## src/rtl/wsplit_pkg.sv

```systemverilog
// Shared minifloat format, filter constants and result packing.
// Assumes TAPS is a power of two and DECIM is at least 2.
package wsplit_pkg;
    localparam int EXP_W    = 4;
    localparam int MAN_W    = 11;
    localparam int WORD_W   = 1 + EXP_W + MAN_W;
    localparam int EXP_BIAS = 7;
    localparam int EXP_MAX  = (1 << EXP_W) - 1;
    localparam int TAPS     = 4;
    localparam int DECIM    = 2;

    typedef logic [WORD_W-1:0] mfloat_t;

    typedef struct packed {
        logic             sign;
        logic [EXP_W-1:0] exp;
        logic [MAN_W-1:0] man;
    } mf_fields_t;

    // Low-pass taps, k = 0 first; the high-pass set is derived from these.
    localparam mfloat_t LP_TAPS [TAPS] = '{
        16'b1_0100_00001001000,
        16'b0_0100_11001010111,
        16'b0_0110_10101100010,
        16'b0_0101_11101110100
    };

    // Builds a word from sign, unbiased-range exponent and mantissa; saturates or flushes.
    function automatic mfloat_t mf_pack(input logic s, input int e, input logic [MAN_W-1:0] m);
        mf_fields_t f;
        if (e < 0) begin
            f = '0;
        end else if (e > EXP_MAX) begin
            f.sign = s;
            f.exp  = '1;
            f.man  = '1;
        end else begin
            f.sign = s;
            f.exp  = EXP_W'(e);
            f.man  = m;
        end
        return f;
    endfunction
endpackage

```

## src/rtl/mf_mul.sv

```systemverilog
// Minifloat multiplier: truncating, saturating, flush-to-zero.
// Assumes normal operands or zero; purely combinational.
module mf_mul
    import wsplit_pkg::*;
(
    input  mfloat_t op_a,
    input  mfloat_t op_b,
    output mfloat_t prod
);
    localparam int SIG_W  = MAN_W + 1;
    localparam int PROD_W = 2 * SIG_W;

    mf_fields_t          fa, fb;
    logic [PROD_W-1:0]   sig_prod;
    logic [MAN_W-1:0]    man_res;
    logic                carry;
    int                  exp_res;

    // Multiply significands, pick the normalised mantissa window and pack.
    always_comb begin
        fa       = op_a;
        fb       = op_b;
        sig_prod = PROD_W'({1'b1, fa.man}) * PROD_W'({1'b1, fb.man});
        carry    = sig_prod[PROD_W-1];
        man_res  = carry ? sig_prod[PROD_W-2 -: MAN_W] : sig_prod[PROD_W-3 -: MAN_W];
        exp_res  = int'(fa.exp) + int'(fb.exp) - EXP_BIAS + (carry ? 1 : 0);
        if ((fa.exp == '0 && fa.man == '0) || (fb.exp == '0 && fb.man == '0))
            prod = '0;
        else
            prod = mf_pack(fa.sign ^ fb.sign, exp_res, man_res);
    end
endmodule

```

## src/rtl/mf_add.sv

```systemverilog
// Minifloat adder: aligns the smaller operand by truncating shift,
// adds or subtracts, renormalises; saturating and flush-to-zero.
module mf_add
    import wsplit_pkg::*;
(
    input  mfloat_t op_a,
    input  mfloat_t op_b,
    output mfloat_t sum_out
);
    localparam int SIG_W = MAN_W + 1;

    mf_fields_t         fa, fb, fbig, fsml;
    logic [SIG_W-1:0]   sig_big, sig_aln, sig_norm;
    logic [SIG_W:0]     sig_sum;
    logic               a_zero, b_zero;
    int                 shamt;
    int                 lead;

    // Order operands by magnitude, align, combine and normalise.
    always_comb begin
        fa     = op_a;
        fb     = op_b;
        a_zero = (fa.exp == '0) && (fa.man == '0);
        b_zero = (fb.exp == '0) && (fb.man == '0);
        if ({fa.exp, fa.man} >= {fb.exp, fb.man}) begin
            fbig = fa;
            fsml = fb;
        end else begin
            fbig = fb;
            fsml = fa;
        end
        sig_big  = {1'b1, fbig.man};
        shamt    = int'(fbig.exp) - int'(fsml.exp);
        sig_aln  = (shamt >= SIG_W) ? '0 : ({1'b1, fsml.man} >> shamt);
        sig_sum  = '0;
        sig_norm = '0;
        lead     = 0;
        if (a_zero) begin
            sum_out = op_b;
        end else if (b_zero) begin
            sum_out = op_a;
        end else if (fbig.sign == fsml.sign) begin
            sig_sum = {1'b0, sig_big} + {1'b0, sig_aln};
            if (sig_sum[SIG_W])
                sum_out = mf_pack(fbig.sign, int'(fbig.exp) + 1, sig_sum[SIG_W-1:1]);
            else
                sum_out = mf_pack(fbig.sign, int'(fbig.exp), sig_sum[MAN_W-1:0]);
        end else begin
            sig_sum = {1'b0, sig_big} - {1'b0, sig_aln};
            if (sig_sum == '0) begin
                sum_out = '0;
            end else begin
                for (int i = 0; i < SIG_W; i++)
                    if (sig_sum[i]) lead = SIG_W - 1 - i;
                sig_norm = sig_sum[SIG_W-1:0] << lead;
                sum_out  = mf_pack(fbig.sign, int'(fbig.exp) - lead, sig_norm[MAN_W-1:0]);
            end
        end
    end
endmodule

```

## src/rtl/pair_picker.sv

```systemverilog
// Decimation index comparator: counts accepted samples modulo RATIO and
// flags the last one of each group. Index is stored and fed back.
module pair_picker
    import wsplit_pkg::*;
#(
    parameter int RATIO = DECIM
) (
    input  logic clk,
    input  logic rst_n,
    input  logic take,
    output logic pick
);
    localparam int IW = (RATIO > 1) ? $clog2(RATIO) : 1;
    localparam logic [IW-1:0] LAST = IW'(RATIO - 1);

    logic [IW-1:0] idx_q;

    assign pick = take && (idx_q == LAST);

    // Advance the stored sample index on every accepted sample.
    always_ff @(posedge clk) begin
        if (!rst_n)
            idx_q <= '0;
        else if (take)
            idx_q <= (idx_q == LAST) ? '0 : idx_q + 1'b1;
    end
endmodule

```

## src/rtl/wavelet_split_stage.sv

```systemverilog
// One-level wavelet analysis stage. Keeps a TAPS-deep sample history and,
// on every DECIM-th accepted sample, steps one shared multiply-accumulate
// through the low-pass taps and then the high-pass taps.
// Assumes TAPS is a power of two; input is stalled while the loop runs.
module wavelet_split_stage
    import wsplit_pkg::*;
(
    input  logic              clk,
    input  logic              rst_n,
    input  logic              in_valid,
    output logic              in_ready,
    input  logic [WORD_W-1:0] in_sample,
    output logic              approx_valid,
    output logic [WORD_W-1:0] approx_data,
    output logic              detail_valid,
    output logic [WORD_W-1:0] detail_data
);
    localparam int TAP_IW    = $clog2(TAPS);
    localparam int STEP_W    = TAP_IW + 1;
    localparam logic [STEP_W-1:0] LAST_STEP = STEP_W'(2 * TAPS - 1);
    localparam logic [TAP_IW-1:0] LAST_TAP  = TAP_IW'(TAPS - 1);
    localparam mfloat_t SIGN_MASK = {1'b1, {(WORD_W-1){1'b0}}};

    mfloat_t             hp_taps  [TAPS];
    mfloat_t             hist_q   [TAPS];
    mfloat_t             window_q [TAPS];
    logic                busy_q;
    logic [STEP_W-1:0]   step_q;
    logic [TAP_IW-1:0]   tap_idx;
    logic                use_hp;
    mfloat_t             acc_q, lp_hold_q;
    mfloat_t             coef, acc_in, prod, mac_sum;
    logic                take, fire;

    // High-pass taps: mirrored low-pass set, sign flipped on even indices.
    for (genvar k = 0; k < TAPS; k++) begin : g_hp
        if (k % 2 == 0) begin : g_neg
            assign hp_taps[k] = LP_TAPS[TAPS-1-k] ^ SIGN_MASK;
        end else begin : g_pos
            assign hp_taps[k] = LP_TAPS[TAPS-1-k];
        end
    end

    assign in_ready = ~busy_q;
    assign take     = in_valid && in_ready;
    assign tap_idx  = step_q[TAP_IW-1:0];
    assign use_hp   = step_q[TAP_IW];
    assign coef     = use_hp ? hp_taps[tap_idx] : LP_TAPS[tap_idx];
    assign acc_in   = (tap_idx == '0) ? '0 : acc_q;

    pair_picker #(.RATIO(DECIM)) u_pick (
        .clk   (clk),
        .rst_n (rst_n),
        .take  (take),
        .pick  (fire)
    );

    mf_mul u_mul (
        .op_a (coef),
        .op_b (window_q[0]),
        .prod (prod)
    );

    mf_add u_add (
        .op_a    (acc_in),
        .op_b    (prod),
        .sum_out (mac_sum)
    );

    // Shift each accepted sample into the history.
    always_ff @(posedge clk) begin
        if (!rst_n) begin
            for (int i = 0; i < TAPS; i++) hist_q[i] <= '0;
        end else if (take) begin
            hist_q[0] <= in_sample;
            for (int i = 1; i < TAPS; i++) hist_q[i] <= hist_q[i-1];
        end
    end

    // Working window: loaded at loop start, shifted one place per iteration.
    always_ff @(posedge clk) begin
        if (!rst_n) begin
            for (int i = 0; i < TAPS; i++) window_q[i] <= '0;
        end else if (fire) begin
            window_q[0] <= in_sample;
            for (int i = 1; i < TAPS; i++) window_q[i] <= hist_q[i-1];
        end else if (busy_q) begin
            if (tap_idx == LAST_TAP) begin
                for (int i = 0; i < TAPS; i++) window_q[i] <= hist_q[i];
            end else begin
                for (int i = 0; i < TAPS - 1; i++) window_q[i] <= window_q[i+1];
                window_q[TAPS-1] <= '0;
            end
        end
    end

    // Loop sequencer and accumulator.
    always_ff @(posedge clk) begin
        if (!rst_n) begin
            busy_q    <= 1'b0;
            step_q    <= '0;
            acc_q     <= '0;
            lp_hold_q <= '0;
        end else if (fire) begin
            busy_q <= 1'b1;
            step_q <= '0;
        end else if (busy_q) begin
            acc_q <= mac_sum;
            if (tap_idx == LAST_TAP && !use_hp) lp_hold_q <= mac_sum;
            if (step_q == LAST_STEP) begin
                busy_q <= 1'b0;
                step_q <= '0;
            end else begin
                step_q <= step_q + 1'b1;
            end
        end
    end

    // Output registers: both coefficients published with a one-cycle pulse.
    always_ff @(posedge clk) begin
        if (!rst_n) begin
            approx_valid <= 1'b0;
            detail_valid <= 1'b0;
            approx_data  <= '0;
            detail_data  <= '0;
        end else begin
            approx_valid <= 1'b0;
            detail_valid <= 1'b0;
            if (busy_q && step_q == LAST_STEP) begin
                approx_data  <= lp_hold_q;
                detail_data  <= mac_sum;
                approx_valid <= 1'b1;
                detail_valid <= 1'b1;
            end
        end
    end
endmodule

```

## config.mk

```make
export PLATFORM = sky130hd
export DESIGN_NAME = wavelet_split_stage
export DESIGN_NICKNAME = d
export VERILOG_FILES = /design/src/rtl/wsplit_pkg.sv /design/src/rtl/mf_mul.sv /design/src/rtl/mf_add.sv /design/src/rtl/pair_picker.sv /design/src/rtl/wavelet_split_stage.sv
export SDC_FILE = /design/constraint.sdc
export NUM_CORES = 1
export LEC_CHECK = 0
export CORE_MARGIN = 8
export CORE_UTILIZATION = 50
export CTS_BUF_LIST = sky130_fd_sc_hd__clkbuf_8 sky130_fd_sc_hd__clkbuf_16
export DETAILED_ROUTE_END_ITERATION = 10
export DONT_BUFFER_PORTS = 1
export GPL_ROUTABILITY_DRIVEN = 0
export PLACE_DENSITY = 0.66
export SYNTH_ARGS = -nofsm -noshare
export SYNTH_HDL_FRONTEND = slang
export SYNTH_SLANG_ARGS = --single-unit
export TNS_END_PERCENT = 100
```

## constraint.sdc

```tcl
create_clock -name clk -period 15.55 [get_ports clk]
set_input_delay 0.7775 -clock clk [delete_from_list [all_inputs] [get_ports clk]]
set_output_delay 0.7775 -clock clk [all_outputs]
set_load 0.05 [all_outputs]
```

# Word-level counts from Yosys, hierarchy flattened
# Memory sizes are Yosys's and may differ from the RTL's.
# Cells that the tools add are included.
[word_totals] ramBits=128 mem_bits_ro=0 out_inout_bits=35 memories=2 latch_bits=0 wordCells=159 inputBits=19 regBits=70
[op_classes] div=0 n_mul=1 bitwise_logic=21 shift=2 n_eq_ne=3 n_addsub=10 order_cmp=9 reduce_logical=23 mux=80
[memory_table] name="hist_q" words=4 width=16 read_ports=4 rd_clocked_by_memory_dff=0 wr=4 line_no="wavelet_split_stage.sv:25" text="mfloat_t hist_q [TAPS];"
[memory_table] name="window_q" words=4 width=16 read_ports=4 rd_clocked_by_memory_dff=0 wr=4 line_no="wavelet_split_stage.sv:26" text="mfloat_t window_q [TAPS];"
[op_table] cell="$mux W16" count=33
[op_table] cell="$mux W32" count=4
[op_table] cell="$gt A32 B5 Y1 const B" count=3
[op_table] cell="$lt A32 B1 Y1 const B" count=3
[op_table] cell="$bmux W16 S2" count=2
[op_table] cell="$mux W4" count=12
[op_table] cell="$mux W15" count=3
[op_table] cell="$logic_not A11 Y1" count=4
[op_table] cell="$add A32 B32 Y32" count=1
[op_table] cell="$ge A32 B5 Y1 const B" count=1
[op_table] cell="$shl A12 B32 Y11" count=1
[op_table] cell="$shr A12 B32 Y12" count=1
[op_table] cell="$sub A32 B4 Y32 const B" count=1
[op_table] cell="$sub A5 B32 Y32" count=1
[op_table] cell="$mul A12 B12 Y24" count=1
[op_table] cell="$mux W1" count=23
[op_table] cell="$logic_not A4 Y1" count=4
[op_table] cell="$or A1 B1 Y1" count=16
[op_table] cell="$ge A15 B15 Y1" count=1
[op_table] cell="$add A12 B12 Y13" count=1
[op_table] cell="$logic_not A13 Y1" count=1
[op_table] cell="$sub A12 B12 Y13" count=1
[op_table] cell="$mux W12" count=1
[op_table] cell="$mux W11" count=1
[op_table] cell="other kinds (20)" count=29

# Longest topological paths before layout
# Gate-level depths: netlist of run 1.
[logic_depth] word_depth=42 mapped_depth=79 depth_no_buf=72

# Cells and area by module
# Synthesis of run 1 repeated with hierarchy kept, for this count alone.
[unflattened] cells_unflattened=1990 hier_area_um2=17855.9
[modules_own_cells] mod="wavelet_split_stage" seq_area_each_um2=5225.0 area_each_um2=8494.4 n_inst=1 cells_per_inst=725
[modules_own_cells] mod="mf_mul" seq_area_each_um2=0.0 area_each_um2=5123.7 n_inst=1 cells_per_inst=618
[modules_own_cells] mod="mf_add" seq_area_each_um2=0.0 area_each_um2=4195.3 n_inst=1 cells_per_inst=643
[modules_own_cells] mod="pair_picker" seq_area_each_um2=20.0 area_each_um2=42.5 n_inst=1 cells_per_inst=4

# Least setup slack after synthesis of run 1
# Ideal clock, no wire load.
[synth_timing] path_kind="reg-to-reg" startpoint="register step_q[1]" endpoint="register detail_data[7]" required_time_ns=15.485 setup_time_ns=0.065 arrival_time_ns=15.924 path_stages_with_launch=68 path_slack_ns=-0.439 n_path_buf=6 cell_sequence="dfxtp_1 > inv_1 > ha_1 > clkbuf_1 > clkbuf_1 > o21ai_0 > o21ai_0 > clkbuf_1 > inv_1 > nor2_1 > fa_1 > fa_1 > fa_1 > fa_1 > inv_1 > fa_1 > inv_1 > ha_1 > (+32 left out) > a31oi_1 > o21bai_1 > a21oi_1 > a31oi_4 > a221oi_2 > inv_2 > ha_1 > nor2b_1 > o21ai_0 > nand2b_1 > inv_1 > fa_1 > nand2b_1 > a21oi_1 > nand3_1 > o311ai_1 > nor2_1 > nor2_1"
[synth_between] elab_chain_len=42 word_cells_on_any_way=77 cone_classes="add/sub (8); mul (1); order compare (8); eq/ne (2); shift (2); mux (41); bitwise (2); reduce/logical (13)"
[synth_rtl] element="start: declaration" line_no="wavelet_split_stage.sv:28" text="logic [STEP_W-1:0] step_q;"
[synth_rtl] element="start signal: assignment" line_no="wavelet_split_stage.sv:114" text="step_q <= step_q + 1'b1;"
[synth_rtl] element="$not A2 Y3 (implied by the code)" line_no="wavelet_split_stage.sv:48" text="assign coef = use_hp ? hp_taps[tap_idx] : LP_TAPS[tap_idx];"
[synth_rtl] element="$bmux W16 S2" line_no="wavelet_split_stage.sv:48"
[synth_rtl] element="$mux W16 (implied by the code) (2 in a row)" line_no="wavelet_split_stage.sv:48"
[synth_rtl] element="$mux W16" line_no="wavelet_split_stage.sv:48"
[synth_rtl] element="$mul A12 B12 Y24 / $add A4 B4 Y5 (equally long branches)" line_no="mf_mul.sv:23, mf_mul.sv:26"
[synth_rtl] element="$mux W1 / $sub A32 B4 Y32 (equally long branches)" line_no="mf_mul.sv:26" text="exp_res = int'(fa.exp) + int'(fb.exp) - EXP_BIAS + (carry ? 1 : 0);"
[synth_rtl] element="$add A32 B32 Y32" line_no="mf_mul.sv:26"
[synth_rtl] element="$gt A32 B5 Y1" line_no="wsplit_pkg.sv:33" text="end else if (e > EXP_MAX) begin"
[synth_rtl] element="(+25 left out)"
[synth_rtl] element="$sub A5 B32 Y32" line_no="mf_add.sv:56" text="sum_out = mf_pack(fbig.sign, int'(fbig.exp) - lead, sig_norm[MAN_W-1:0]);"
[synth_rtl] element="$gt A32 B5 Y1" line_no="wsplit_pkg.sv:33"
[synth_rtl] element="$mux W15" line_no="wsplit_pkg.sv:33"
[synth_rtl] element="$mux W16" line_no="wsplit_pkg.sv:31" text="if (e < 0) begin"
[synth_rtl] element="$mux W16" line_no="mf_add.sv:50" text="if (sig_sum == '0) begin"
[synth_rtl] element="$mux W16" line_no="mf_add.sv:42" text="end else if (fbig.sign == fsml.sign) begin"
[synth_rtl] element="$mux W16" line_no="mf_add.sv:40" text="end else if (b_zero) begin"
[synth_rtl] element="$mux W16" line_no="mf_add.sv:38" text="if (a_zero) begin"
[synth_rtl] element="end signal: assignment" line_no="wavelet_split_stage.sv:131" text="detail_data <= mac_sum;"
[synth_rtl] element="end: declaration" line_no="wavelet_split_stage.sv:16" text="output logic [WORD_W-1:0] detail_data"
# Parallel ways exist; a longest one is shown, timed or not. The select of a mux whose other input is x is not followed.
# A chain may end at the register's enable or synchronous reset.

# Worst setup path in the final report of run 1
[layout_timing] startpoint="register step_q[1]" endpoint="register lp_hold_q[4]"
[layout_between] elab_chain_len=42 word_cells_on_any_way=78 cone_classes="add/sub (8); mul (1); order compare (8); eq/ne (2); shift (2); mux (41); bitwise (2); reduce/logical (14)"
[layout_rtl] element="$not A2 Y3 (implied by the code)" line_no="wavelet_split_stage.sv:48"
[layout_rtl] element="$bmux W16 S2" line_no="wavelet_split_stage.sv:48"
[layout_rtl] element="$mux W16 (implied by the code) (2 in a row)" line_no="wavelet_split_stage.sv:48"
[layout_rtl] element="$mux W16" line_no="wavelet_split_stage.sv:48"
[layout_rtl] element="$mul A12 B12 Y24 / $add A4 B4 Y5 (equally long branches)" line_no="mf_mul.sv:23, mf_mul.sv:26"
[layout_rtl] element="$mux W1 / $sub A32 B4 Y32 (equally long branches)" line_no="mf_mul.sv:26"
[layout_rtl] element="$add A32 B32 Y32" line_no="mf_mul.sv:26"
[layout_rtl] element="$gt A32 B5 Y1" line_no="wsplit_pkg.sv:33"
[layout_rtl] element="(+25 left out)"
[layout_rtl] element="$sub A5 B32 Y32" line_no="mf_add.sv:56"
[layout_rtl] element="$gt A32 B5 Y1" line_no="wsplit_pkg.sv:33"
[layout_rtl] element="$mux W15" line_no="wsplit_pkg.sv:33"
[layout_rtl] element="$mux W16" line_no="wsplit_pkg.sv:31"
[layout_rtl] element="$mux W16" line_no="mf_add.sv:50"
[layout_rtl] element="$mux W16" line_no="mf_add.sv:42"
[layout_rtl] element="$mux W16" line_no="mf_add.sv:40"
[layout_rtl] element="$mux W16" line_no="mf_add.sv:38"
[layout_rtl] element="end signal: assignment" line_no="wavelet_split_stage.sv:109" text="if (tap_idx == LAST_TAP && !use_hp) lp_hold_q <= mac_sum;"
[layout_rtl] element="end: declaration" line_no="wavelet_split_stage.sv:31" text="mfloat_t acc_q, lp_hold_q;"
# Parallel ways exist; a longest one is shown, timed or not. The select of a mux whose other input is x is not followed.

==> results.md, run 1 <==
- Outcome: finished, final reports clean
- Post-Synth Simple-Gate Area: around 17%
- Fmax: about 67 MHz
- CTS max path bufs: 2
- Post-synthesis adder-cell area fraction: about a fifth
- Initial Util: about half
- Area leader, netlist: edfxtp_1
- # rows: 67
- Sw frac: approximately 50%
- Mux share of post-synthesis cell area: 2.412%
- DRT iter0 DRCs: 1675
- CP delay by family, top: adder cells
- Post-layout net count: around 2200
- Hold Crit Class: reg2reg
- Initial antenna violation count: 0
- Crit-path max FO: 7
- CTS tree: yes
- CP dominant cell by count: inv_1
- Setup TNS: 0 ns
- Total gr overflow: 0
- CTS root buf: clkbuf_16
- Total inserted antenna cells: 0
- Sequential Power Share: between 15 and 20%
- Via count: roughly 15000
- Syn Nets: ~2200
- Sequential fraction of the synthesis area: a little under a third
- EDFF count, synth: roughly 130
- Routed vias/inst: roughly 6
- Final-report setup violation count: 0
- Synth top area share: around 22%
- Slew margin rel.: 7.512%
- Top post-synthesis cells by count: 229 x inv_1, 185 x nand2_1, 141 x a21oi_1, 139 x nor2_1, 129 x o21ai_0
- CP bufs+invs: 12
- Total track usage: a little under a quarter
- Static leakage: ~8.1 nW
- Die area: around 40000 um2
- Total routed wirelength: between 40 and 50 mm
- Port Buffers: 0
- Clock Sinks: a little under 200
- Area growth syn-to-layout: 10.52%
- CTS clock-pin slew for the worst setup and hold paths: 0.07 ns
- Critical path class: reg2reg
- Delay of the slowest cell on the worst path: 0.53 ns
- H-tree levels: 4
- Yosys cell types: 95
- Core Region: 33620 um2
- Layout Skew: approximately 0.012 ns
- CP Capture Type: flop
- Largest family of logic cells by synthesized area: compound AO/OA/AOI/OAI gates
- Cell Area, Synth: 17120 um2
- Placed wire-length estimate: approximately 35 mm
- Worst Setup Start Kind: flop
- Filler instances: 2988
- Main flop type after synthesis: edfxtp_1
- Synth Area in Compound Gates: 20.71%
- Syn avg cell area: a little under 9 um2
- Required time of the critical path: between 15 and 20 ns
- Drt wl/cell: 19.56 um
- Largest net degree at the start of global routing: between 70 and 80
- Fin. Hold Viols: 0
- Die X-Extent: 201.1 um
- Worst VDD drop: 263.5 uV
- Cell with the most instances after synthesis: inv_1
- Post-synthesis xor/xnor area fraction: ~2.1%
- Int Pwr: between 1.5 and 2 mW
- Slowest-stage cell, CP: fa_1
- Max Cap Viol: 0
- Clock power frac: 10.5%
- Final Cycle Share: between 90% and 100%
- Slew Viols, Final: 0
- Fraction of registers with async set/reset: 0%
- CTS buffer count: 17
- Synth Warn #: 0
- Clk Latency, worst-skew pair: approximately 0.43 ns
- Synth Register Bits: 198
- Global-route wire length before repair: ~76 mm
- Minimum clock period: approximately 15 ns
- Utilization of the core after routing: a little under three fifths
- Logic pwr share: about three quarters
- Cells after Synth: approximately 2000
- Synth area leaders: edfxtp_1 22%, fa_1 11%, ha_1 9.1%
- I/O pins: between 50 and 60
- Slew @ Worst Pin: roughly 1.4 ns
- Vias in the first global route: 14080
- Hold_buf cts: 0
- Post-DRT Antenna Nets: 0
- Cell Pwr Density: between 200 and 250 nW/um2
- Detailed-route DRC error count: 0
- WP data arrival: 15.28 ns
- Share of post-route cells with drive strength above 1: 11.19%
- Net Sw Power: between 2 and 2.5 mW
- First drt pass iteration count: 6
- Die Ht: about 200 um
==> cell type report <==
class	instances	area (um2)	area share (%)
Inverter	233	874.6	4.622
Tap cell	448	560.5	2.962
Clock inverter	13	95.09	0.5025
Multi-Input combinational cell	1424	11020	58.23
Sequential cell	198	5245	27.72
Timing Repair Buffer	88	664.4	3.511
Clock buffer	19	464.2	2.453
==> tightest hold or removal path: stages, from the launching register on <==
cell	delay, ns
dfxtp_1	0.31
nand2_1	0.04
a21boi_0	0.06
==> registers in the layout, summed over array words and instances, names as in the netlist <==
register,count
acc_q,16
approx_data,16
busy_q,1
detail_data,16
detail_valid,1
hist_q,64
lp_hold_q,16
step_q,3
u_pick.idx_q,1
window_q,64
==> metal layers <==
metal  wire, um  share of wire [%]  track usage [%]
met5          0                  0                0
met4       1147                2.4            6.781
met3       4150                8.8            3.808
met2      21300                 45            35.12
met1      20790                 44            31.91
==> per-stage QoR <==
stage | power [mW] | setup WS, ns | cells | hold slack [ns] | cell area (um2)
floorplan | 2.459 | 0.09333 | 1953 | 0.4310 | 17150
global placement | 3.190 | 0.06210 | 2361 | 0.4479 | 17770
detailed placement | 3.195 | -0.3887 | 2361 | 0.4526 | 17770
CTS | 3.673 | 0.1306 | 2401 | 0.4622 | 18440
global route | 4.210 | -0.1004 | 2423 | 0.4786 | 18920
finish | 3.976 | 0.6229 | 2423 | 0.4567 | 18920
==> what timing repair did <==
item                                    4_1_cts  5_1_grt
gates resized for setup                       9       67
endpoints found under the hold margin         0        0
gates cloned                                  0        1
endpoints found under the setup margin       44       48
setup buffers                                 8       21
pin swaps                                     3       25
==> power groups by stage <==
stage | sequential, mW | clock (mW) | combinational, mW
final | 0.631 | 0.416 | 2.93
after global routing | 0.635 | 0.439 | 3.14
after CTS | 0.630 | 0.423 | 2.62
after detailed placement | 0.641 | 0 | 2.55
after global placement | 0.641 | 0 | 2.55
after floorplan | 0.631 | 0 | 1.83
==> cells by family (layout without fill, tap and decap cells) <==
logic type | Yosys count | in the layout
AO/OA/AOI/OAI | 535 | 536
adder cells (fa/ha/maj) | 217 | 217
AND/OR/NAND/NOR | 595 | 595
XOR/XNOR | 41 | 41
buffers and inverters | 332 | 353
multiplexers | 35 | 35
flip-flops | 198 | 198
==> worst paths after layout <==
check          startpoint             end  slack, ns  cells after the start
max reg2reg     step_q[1]    lp_hold_q[4]       0.62                     67
max             step_q[1]    lp_hold_q[4]       0.62                     67
min          lp_hold_q[1]  approx_data[1]       0.46                      2
min reg2reg  lp_hold_q[1]  approx_data[1]       0.46                      2
==> layout by cell type (no fill, tap or decap), types with 12 or more instances in the layout <==
master	count
xnor2_1	24
ha_1	122
a22o_1	18
o21ai_0	122
o211ai_1	23
clkbuf_16	18
a31oi_1	27
nand3_1	31
or3_1	12
nor2b_1	18
buf_4	87
a21o_1	15
o21a_1	12
inv_1	231
nand4_1	16
a21boi_0	17
mux2i_1	22
edfxtp_1	128
nor2_1	137
fa_1	91
nand2_1	181
o21ai_1	16
nor3_1	23
a21oi_1	133
a211oi_1	12
dfxtp_1	70
and2_1	97
nand2b_1	20
Power figures use the tool's default switching activity.
==> run 2: changes to the inputs <==
- ABC_AREA: unset -> 1
- SYNTH_HIERARCHICAL: unset -> 1
==> results.md, run 2 <==
- Main flop type after synthesis: edfxtp_1
- Slew @ Worst Pin: roughly 1.2 ns
- Placed wire-length estimate: 34.03 mm
- Drt wl/cell: around 16 um
- Setup TNS: 0 ns
- Initial antenna violation count: 0
- Design area: approximately 19000 um2
- Area leader, netlist: edfxtp_1
- Total inserted antenna cells: 0
- Clock Sinks: a little under 200
- First drt pass iteration count: 9
- Total gr overflow: 0
- CTS buffer count: 17
- Global-route wire length before repair: 74.21 mm
- Sequential fraction of the synthesis area: 29.23%
- CP Capture Type: flop
- Synth Warn #: 6
- H-tree levels: 4
- Fin. Hold Viols: 0
- CP dominant cell by count: nand2_1
- Outcome: finished, final reports clean
- Largest family of logic cells by synthesized area: simple AND/OR/NAND/NOR gates
- Total routed wirelength: about 45 mm
- Area growth syn-to-layout: 5.530%
- Post-Synth Simple-Gate Area: around 28%
- Synth top area share: 21.42%
- Fraction of registers with async set/reset: 0%
- Clk Latency, worst-skew pair: around 0.43 ns
- Post-synthesis xor/xnor area fraction: between 1 and 1.5%
- Post-layout net count: around 2600
- Final hold slack: ~0.46 ns
- CTS tree: yes
- WP data arrival: between 10 and 15 ns
- Synth area leaders: edfxtp_1 21%, nand2_1 14%, fa_1 12%
- Hold Crit Class: reg2reg
- EDFF count, synth: about 130
- Synth Area in Compound Gates: approximately 8.9%
- Initial Util: roughly half
- Largest net degree at the start of global routing: between 60 and 70
- # rows: 69
- Mux share of post-synthesis cell area: less than 1%
- Detailed-route DRC error count: 0
- Die area: ~42000 um2
- Top Registers: hist_q: 64 flops, window_q: 64 flops
- Hold_buf cts: 0
- DRT iter0 DRCs: around 1200
- Delay of the slowest cell on the worst path: around 0.56 ns
- Yosys cell types: a little under 60
- Post-DRT Antenna Nets: 0
- Die Ht: 205.4 um
- Vias in the first global route: roughly 15000
- Final Cycle Share: 93.15%
- Required time of the critical path: 15.90 ns
- Routed vias/inst: between 5 and 6
- Share of post-route cells with drive strength above 1: ~8%
- Most common cell after layout, fill and taps aside: nand2_1
- Layout Skew: approximately 0.011 ns
- Critical path class: reg2reg
- Port Buffers: 0
- CTS clock-pin slew for the worst setup and hold paths: 0.07 ns
- Crit-path max FO: 14
- Die X-Extent: 205.4 um
- Total track usage: between 20% and 30%
- Worst Setup Start Kind: flop
- Placed inst area: 18180 um2
- Cell Area, Synth: approximately 18000 um2
- CTS root buf: clkbuf_16
- Synth Register Bits: 198
- I/O pins: 54
- Most frequent cells in the layout: 661 x nand2_1, 428 x inv_1, 216 x nor2_1
- Post-synthesis adder-cell area fraction: 19.83%
- Via count: ~15000
- Final-report setup violation count: 0
- Slew margin rel.: a little under 20%
- Max Cap Viol: 0
- Minimum clock period: roughly 14 ns
- Core Region: around 35000 um2
- CTS max path bufs: 2
- Slew Viols, Final: 0
- Cell with the most instances after synthesis: nand2_1
- Syn avg cell area: 7.356 um2
- Cells after Synth: around 2400
- Top post-synthesis cells by count: 663 x nand2_1, 432 x inv_1, 217 x nor2_1, 133 x nand3_1, 131 x o21ai_0
- Slowest-stage cell, CP: fa_1
- Fmax: just under 70 MHz
-- run 2: cell types whose count changed in the layout (fill, tap and decap cells not counted), sizes merged, moves of 23 or more --
| cell | previous run | this run |
|---|---|---|
| nand3 | 34 | 166 |
| and2 | 102 | 2 |
| nand2 | 185 | 705 |
| a21oi | 142 | 92 |
| inv | 239 | 461 |
| mux2i | 24 | 1 |
| nor2 | 140 | 229 |
| buf | 88 | 16 |
| a31oi | 33 | 3 |
-- run 2: logic make-up (layout without fill, tap and decap cells) --
logic type | after synthesis | after routing
XOR/XNOR | 29 | 29
adder cells (fa/ha/maj) | 222 | 222
AND/OR/NAND/NOR | 1157 | 1157
flip-flops | 198 | 198
multiplexers | 1 | 1
buffers and inverters | 546 | 500
other | 2 | 12
AO/OA/AOI/OAI | 284 | 284
-- run 2: routing by layer --
layer	up-vias	track usage, %	share of wire [%]
li1	7526	-	-
met1	7291	27.88	44
met2	456	36.32	48
met3	84	2.865	6.0
met4	0	6.791	2.5
met5	-	0	0
-- run 2: final cells by class --
class                           count  area, um2
Fill cell                        3380      16550
Multi-Input combinational cell   1705      10670
Sequential cell                   198       5246
Inverter                          452       1704
Tap cell                          461      576.8
Clock buffer                       19      475.5
Timing Repair Buffer               16      136.4
Clock inverter                     13      123.9
-- run 2: critical path: cells and delay by family (launching register included) --
family	cells	cell delay, ns
compound gates	14	2.12
xor+xnor	1	0.27
fa+ha+maj	15	5.69
buf+inv	15	1.60
flops	1	0.38
simple gates	37	4.35
-- run 2: final timing paths --
kind,from,end,slack (ns),depth (start not counted)
min reg2reg,acc_q[0],acc_q[0],0.46,2
max reg2reg,step_q[1],acc_q[3],1.07,82
min,acc_q[0],acc_q[0],0.46,2
max,step_q[1],acc_q[3],1.07,82
-- run 2: repair_timing --
action | in CTS | in global routing
buffers inserted | 0 | 5
resized for setup | 0 | 30
setup endpoints to repair | 0 | 48
-- run 2: metrics by stage --
step                      util (%)  cells  setup slack, ns
final                        53.36   2864            1.066
after CTS                    52.93   2859           0.1601
after global routing         53.36   2864         -0.03228
after detailed placement     51.24   2827           0.1792
after floorplan                  -   2449            1.946
after global placement       51.24   2827           0.6929
Power of run 2 is left out: the tool's default activity adds up to more than one toggle a clock period on the data nets, which glitch-free logic cannot reach.
